--- src/rtl/pbc_pkg.sv ---
package pbc_pkg;

  typedef enum logic [1:0] {
    HOLD_IDLE = 2'd0,
    HOLD_RUN  = 2'd1,
    HOLD_DONE = 2'd2
  } hold_state_t;

  function automatic int unsigned cnt_width(input int unsigned limit);
    return (limit < 2) ? 1 : $clog2(limit);
  endfunction

endpackage

--- src/rtl/pbc_rst_sync.sv ---
module pbc_rst_sync #(
  parameter int unsigned STAGES = 2
) (
  input  logic clk,
  input  logic rst_n,
  output logic rst_sync_n
);

  logic [STAGES-1:0] chain_q;
  logic [STAGES-1:0] chain_d;

  always_comb begin
    chain_d = {chain_q[STAGES-2:0], 1'b1};
  end

  always_ff @(posedge clk or negedge rst_n) begin
    if (!rst_n) begin
      chain_q <= '0;
    end else begin
      chain_q <= chain_d;
    end
  end

  assign rst_sync_n = chain_q[STAGES-1];

endmodule

--- src/rtl/pbc_sync.sv ---
module pbc_sync #(
  parameter int unsigned STAGES = 2
) (
  input  logic clk,
  input  logic rst_n,
  input  logic async_i,
  output logic sync_o
);

  logic [STAGES-1:0] stage_q;
  logic [STAGES-1:0] stage_d;

  always_comb begin
    stage_d = {stage_q[STAGES-2:0], async_i};
  end

  always_ff @(posedge clk or negedge rst_n) begin
    if (!rst_n) begin
      stage_q <= '0;
    end else begin
      stage_q <= stage_d;
    end
  end

  assign sync_o = stage_q[STAGES-1];

endmodule

--- src/rtl/pbc_debounce.sv ---
module pbc_debounce
  import pbc_pkg::*;
#(
  parameter int unsigned STABLE_TICKS = 30
) (
  input  logic clk,
  input  logic rst_n,
  input  logic tick_i,
  input  logic level_i,
  output logic level_o,
  output logic rise_o,
  output logic fall_o
);

  localparam int unsigned CW = cnt_width(STABLE_TICKS);
  localparam logic [CW-1:0] LAST = CW'(STABLE_TICKS - 1);

  logic [CW-1:0] cnt_q, cnt_d;
  logic          lvl_q, lvl_d;
  logic          rise_q, rise_d;
  logic          fall_q, fall_d;
  logic          differs;
  logic          cnt_en;

  assign differs = (level_i != lvl_q);
  assign cnt_en  = differs && tick_i;

  always_comb begin
    cnt_d  = cnt_q;
    lvl_d  = lvl_q;
    rise_d = 1'b0;
    fall_d = 1'b0;
    if (!differs) begin
      cnt_d = '0;
    end else if (cnt_en) begin
      if (cnt_q == LAST) begin
        cnt_d  = '0;
        lvl_d  = level_i;
        rise_d = level_i;
        fall_d = !level_i;
      end else begin
        cnt_d = cnt_q + 1'b1;
      end
    end
  end

  always_ff @(posedge clk or negedge rst_n) begin
    if (!rst_n) begin
      cnt_q  <= '0;
      lvl_q  <= 1'b0;
      rise_q <= 1'b0;
      fall_q <= 1'b0;
    end else begin
      cnt_q  <= cnt_d;
      lvl_q  <= lvl_d;
      rise_q <= rise_d;
      fall_q <= fall_d;
    end
  end

  assign level_o = lvl_q;
  assign rise_o  = rise_q;
  assign fall_o  = fall_q;

endmodule

--- src/rtl/pbc_press_fsm.sv ---
module pbc_press_fsm
  import pbc_pkg::*;
#(
  parameter int unsigned HOLD_TICKS = 4000
) (
  input  logic clk,
  input  logic rst_n,
  input  logic tick_i,
  input  logic mode_edge,
  input  logic is_on,
  input  logic rise_i,
  input  logic fall_i,
  output logic on_o,
  output logic off_o
);

  localparam int unsigned CW = cnt_width(HOLD_TICKS);
  localparam logic [CW-1:0] LAST = CW'(HOLD_TICKS - 1);

  hold_state_t   st_q, st_d;
  logic [CW-1:0] cnt_q, cnt_d;
  logic          on_q, on_d;
  logic          off_q, off_d;

  always_comb begin
    st_d  = st_q;
    cnt_d = cnt_q;
    on_d  = 1'b0;
    off_d = 1'b0;
    if (!mode_edge) begin
      st_d  = HOLD_IDLE;
      cnt_d = '0;
      on_d  = rise_i;
      off_d = fall_i;
    end else begin
      unique case (st_q)
        HOLD_IDLE: begin
          if (fall_i) begin
            on_d  = !is_on;
            st_d  = HOLD_RUN;
            cnt_d = '0;
          end
        end
        HOLD_RUN: begin
          if (rise_i) begin
            st_d  = HOLD_IDLE;
            cnt_d = '0;
          end else if (tick_i) begin
            if (cnt_q == LAST) begin
              off_d = is_on;
              st_d  = HOLD_DONE;
            end else begin
              cnt_d = cnt_q + 1'b1;
            end
          end
        end
        HOLD_DONE: begin
          if (rise_i) begin
            st_d  = HOLD_IDLE;
            cnt_d = '0;
          end
        end
        default: begin
          st_d  = HOLD_IDLE;
          cnt_d = '0;
        end
      endcase
    end
  end

  always_ff @(posedge clk or negedge rst_n) begin
    if (!rst_n) begin
      st_q  <= HOLD_IDLE;
      cnt_q <= '0;
      on_q  <= 1'b0;
      off_q <= 1'b0;
    end else begin
      st_q  <= st_d;
      cnt_q <= cnt_d;
      on_q  <= on_d;
      off_q <= off_d;
    end
  end

  assign on_o  = on_q;
  assign off_o = off_q;

endmodule

--- src/rtl/pwrbtn_ctrl.sv ---
module pwrbtn_ctrl #(
  parameter int unsigned SYNC_STAGES = 2,
  parameter int unsigned DEBOUNCE_MS = 30,
  parameter int unsigned HOLD_MS     = 4000
) (
  input  logic clk,
  input  logic rst_n,
  input  logic pin_raw,
  input  logic mode_edge,
  input  logic ms_tick,
  input  logic is_on,
  output logic on_pulse,
  output logic off_pulse
);

  logic rst_int_n;
  logic pin_sync;
  logic db_level;
  logic db_rise;
  logic db_fall;

  pbc_rst_sync #(.STAGES(SYNC_STAGES)) u_rst (
    .clk        (clk),
    .rst_n      (rst_n),
    .rst_sync_n (rst_int_n)
  );

  pbc_sync #(.STAGES(SYNC_STAGES)) u_sync (
    .clk     (clk),
    .rst_n   (rst_int_n),
    .async_i (pin_raw),
    .sync_o  (pin_sync)
  );

  pbc_debounce #(.STABLE_TICKS(DEBOUNCE_MS)) u_db (
    .clk     (clk),
    .rst_n   (rst_int_n),
    .tick_i  (ms_tick),
    .level_i (pin_sync),
    .level_o (db_level),
    .rise_o  (db_rise),
    .fall_o  (db_fall)
  );

  pbc_press_fsm #(.HOLD_TICKS(HOLD_MS)) u_fsm (
    .clk       (clk),
    .rst_n     (rst_int_n),
    .tick_i    (ms_tick),
    .mode_edge (mode_edge),
    .is_on     (is_on),
    .rise_i    (db_rise),
    .fall_i    (db_fall),
    .on_o      (on_pulse),
    .off_o     (off_pulse)
  );

endmodule

--- config.mk ---
export PLATFORM = sky130hd
export DESIGN_NAME = pwrbtn_ctrl
export DESIGN_NICKNAME = d
export VERILOG_FILES = /design/src/rtl/pbc_pkg.sv /design/src/rtl/pbc_rst_sync.sv /design/src/rtl/pbc_sync.sv /design/src/rtl/pbc_debounce.sv /design/src/rtl/pbc_press_fsm.sv /design/src/rtl/pwrbtn_ctrl.sv
export SDC_FILE = /design/constraint.sdc
export NUM_CORES = 1
export LEC_CHECK = 0
export ABC_AREA = 1
export BUFFER_PORTS_ARGS = -buffer_cell sky130_fd_sc_hd__buf_2
export CAP_MARGIN = 5
export CORE_MARGIN = 5
export CORE_UTILIZATION = 55
export CTS_BUF_LIST = sky130_fd_sc_hd__clkbuf_8
export CTS_CLUSTER_DIAMETER = 80
export DETAILED_ROUTE_END_ITERATION = 16
export GPL_ROUTABILITY_DRIVEN = 0
export PLACE_DENSITY = 0.69
export SLEW_MARGIN = 20
export SYNTH_ARGS = -nofsm -noshare
export SYNTH_HDL_FRONTEND = slang
export SYNTH_SLANG_ARGS = --single-unit
--- constraint.sdc ---
create_clock -name clk -period 2.25 [get_ports clk]
set_input_delay 0.3375 -clock clk [delete_from_list [all_inputs] [get_ports clk]]
set_output_delay 0.3375 -clock clk [all_outputs]
set_load 0.03 [all_outputs]
==> results.tsv <==
metric	value	unit
outcome	complete, no violations	
peakVddDrop	430	uV
cts_tree	yes	
syn_area	1500	sq um
synth-seq-cells	28	
vias_per_cell	5.11	
grt_max_degree	19	
dieArea	3880	sq um
finClkSkew	0.00435	ns
wire_per_inst	11.1	microns
grt_pass1_wl	4.68	mm
drc_errors	0	
layout.nets	203	
grt_util_met3	0.0270	
area_delta_synth_final	9.33	%
start_kind	flip-flop	
htree_levels	1	
multi_input_area	703	sq um
p_leak	0.818	nW
initialDrtViolationCount	23	
num-fill-cells	224	
overflow	0	
use_met1	0.176	
startpoint	u_fsm.cnt_q[0]	
rsz0062_at_grt	no	
reg2reg_from	u_fsm.cnt_q[0]	
cp-endpoint	u_fsm.cnt_q[5]	
yosys_warnings	0	
hold_viol	0	
n_antenna_cell	0	
arrival	1.81	ns
yosysTopAreaCellShare	0.467	
fin_area	1640	sq um
timing.hold.ws	0.140	ns
synth_cell_types	26	
synth_area_leaders	dfrtp_1 47%, nand2_1 13%, nand3_1 5.0%	
die_h	62.3	microns
crit_required	2.46	ns
start_util	0.559	
synthCells	182	
firstDrtPassIters	4	
use_met2	0.244	
busiest_layer	met2	
utilization	0.611	
worstSetupEndpointType	flip-flop	
critPathMaxFanout	12	
power_density	627	nW/um^2
insertion_delay	0.27	ns
cts_buffers	3	
cts.clk_slew.worst_paths	0.09	ns
cts_root_buffer	clkbuf_8	
dpl_cell_area	1560	sq um
maxCapViolations	0	
cts_resized	0	
hpwlAfterDp	1.91	mm
placedCellCount	219	
synth_area_leader_cell	dfrtp_1	
criticalPathCategory	reg -> reg	
finalMaxSlewViolations	0	
seq_area	701	sq um
setup_violations	0	
final_cell_mix	52 x nand2_1, 28 x dfrtp_1, 18 x inv_1	
stdcell_count	224	
grt_pass1_vias	1145	
setup_tns	0	ns
regToRegEndpoint	u_fsm.cnt_q[5]	
timing.final.crit_share	0.711	
cts_sinks	28	
max-clock-path-buffers	2	
core-area	2690	sq um
r2r_slack	0.65	ns
numPortBuffers	7	
vias	1144	
ys_seq_area_frac	0.467	
num_io_pins	8	
grtUsageTotal	0.145	
post_synth.cell_area_avg	8.25	sq um
fin_crit	1.60	ns
drive_gt1_frac	0.187	
fp-row-count	19	
fp.dieW	62.3	microns
hold_class	reg -> async	
r2r_cells	8	
ant_nets	0	
antenna_found_initial	0	
final_common_cell	nand2_1	
wirelength	2.48	mm
clock.fmax	625	MHz
syn-num-nets	191	
## per-stage QoR
| step | worst slack, ns | power (W) |
|---|---|---|
| 3_5_place_dp | 0.657 | 0.000653 |
| 3_3_place_gp | 0.706 | 0.000650 |
| 5_1_grt | 0.506 | 0.00108 |
| 6_report | 0.649 | 0.00103 |
| 2_1_floorplan | 0.905 | 0.000635 |
| 4_1_cts | 0.637 | 0.00105 |
## how the worst min path moves through the flow
stage	to	slack, ns	cells past startpoint
finish	u_fsm.cnt_q[0]	0.14	0
global route	u_sync.stage_q[0]	0.16	1
CTS	u_fsm.cnt_q[1]	0.15	0
detailed placement	u_rst.chain_q[1]	0.12	1
global placement	u_rst.chain_q[1]	0.12	1
floorplan	u_rst.chain_q[0]	0.04	0
## report_power, final
| group | switching [W] | internal (W) | leakage [nW] |
|---|---|---|---|
| Sequential | 0.0000169 | 0.000518 | 0.379 |
| Combinational | 0.0000723 | 0.0000346 | 0.403 |
| Clock | 0.000149 | 0.000238 | 0.0357 |
## cell usage after synthesis, drive strengths merged
cell	instances
a31oi	1
buf	2
conb	1
dfrtp	28
ha	3
inv	20
nand2	60
nand3	22
nand3b	1
nand4	2
nor2	22
o21ai	9
o21bai	2
o22ai	2
o32ai	1
or2	2
xnor2	2
xor2	2
## sequential cells by signal, indices dropped and copies added (netlist names)
register and flops:
u_db.rise_o 1, u_fsm.st_q 2, u_db.cnt_q 5, u_fsm.on_o 1, u_db.fall_o 1, u_sync.stage_q 2
u_fsm.cnt_q 12, u_rst.chain_q 2, u_fsm.off_o 1, u_db.level_o 1
## critical path: stages, from the launching register on
cell and delay [ns]:
dfrtp_1 0.42, ha_1 0.23, nand2_2 0.11, nor2_4 0.07
nand3_1 0.09, nand2_2 0.07, nor2_4 0.32, o21ai_0 0.16
nand2_1 0.08
## metal layers
layer | wire length (microns) | share of wire | up-vias
met1 | 1180 | 0.48 | 527
met5 | 0 | 0 | -
met3 | 49 | 0.020 | 5
li1 | - | - | 600
met2 | 1200 | 0.48 | 12
met4 | 53 | 0.021 | 0
## timing repair
action / 4_1_cts / 5_1_grt
hold endpoints to repair: 2 / 0
hold buffers: 1 / 0
buffers inserted: 0 / 0
## area by class of cell
| cell class | instances | area share |
|---|---|---|
| Clock buffer | 3 | 0.0252 |
| Clock inverter | 1 | 0.0183 |
| Inverter | 20 | 0.0457 |
| Multi-Input combinational cell | 132 | 0.428 |
| Sequential cell | 28 | 0.427 |
| Tap cell | 31 | 0.0236 |
| Timing Repair Buffer | 9 | 0.0320 |
## cell families (layout without fill, tap and decap cells)
family | Yosys count | count (layout) | synth area share
DFF | 28 | 28 | 0.467
buffers and inverters | 22 | 33 | 0.0650
xor gates and xnor gates | 4 | 4 | 0.0233
AOI/OAI and AO/OA | 15 | 15 | 0.0583
adders and majority gates | 3 | 3 | 0.0250
and+or+nand+nor | 109 | 109 | 0.359
other | 1 | 1 | 0.00250
No activity file was read; power rests on OpenSTA's default activity.
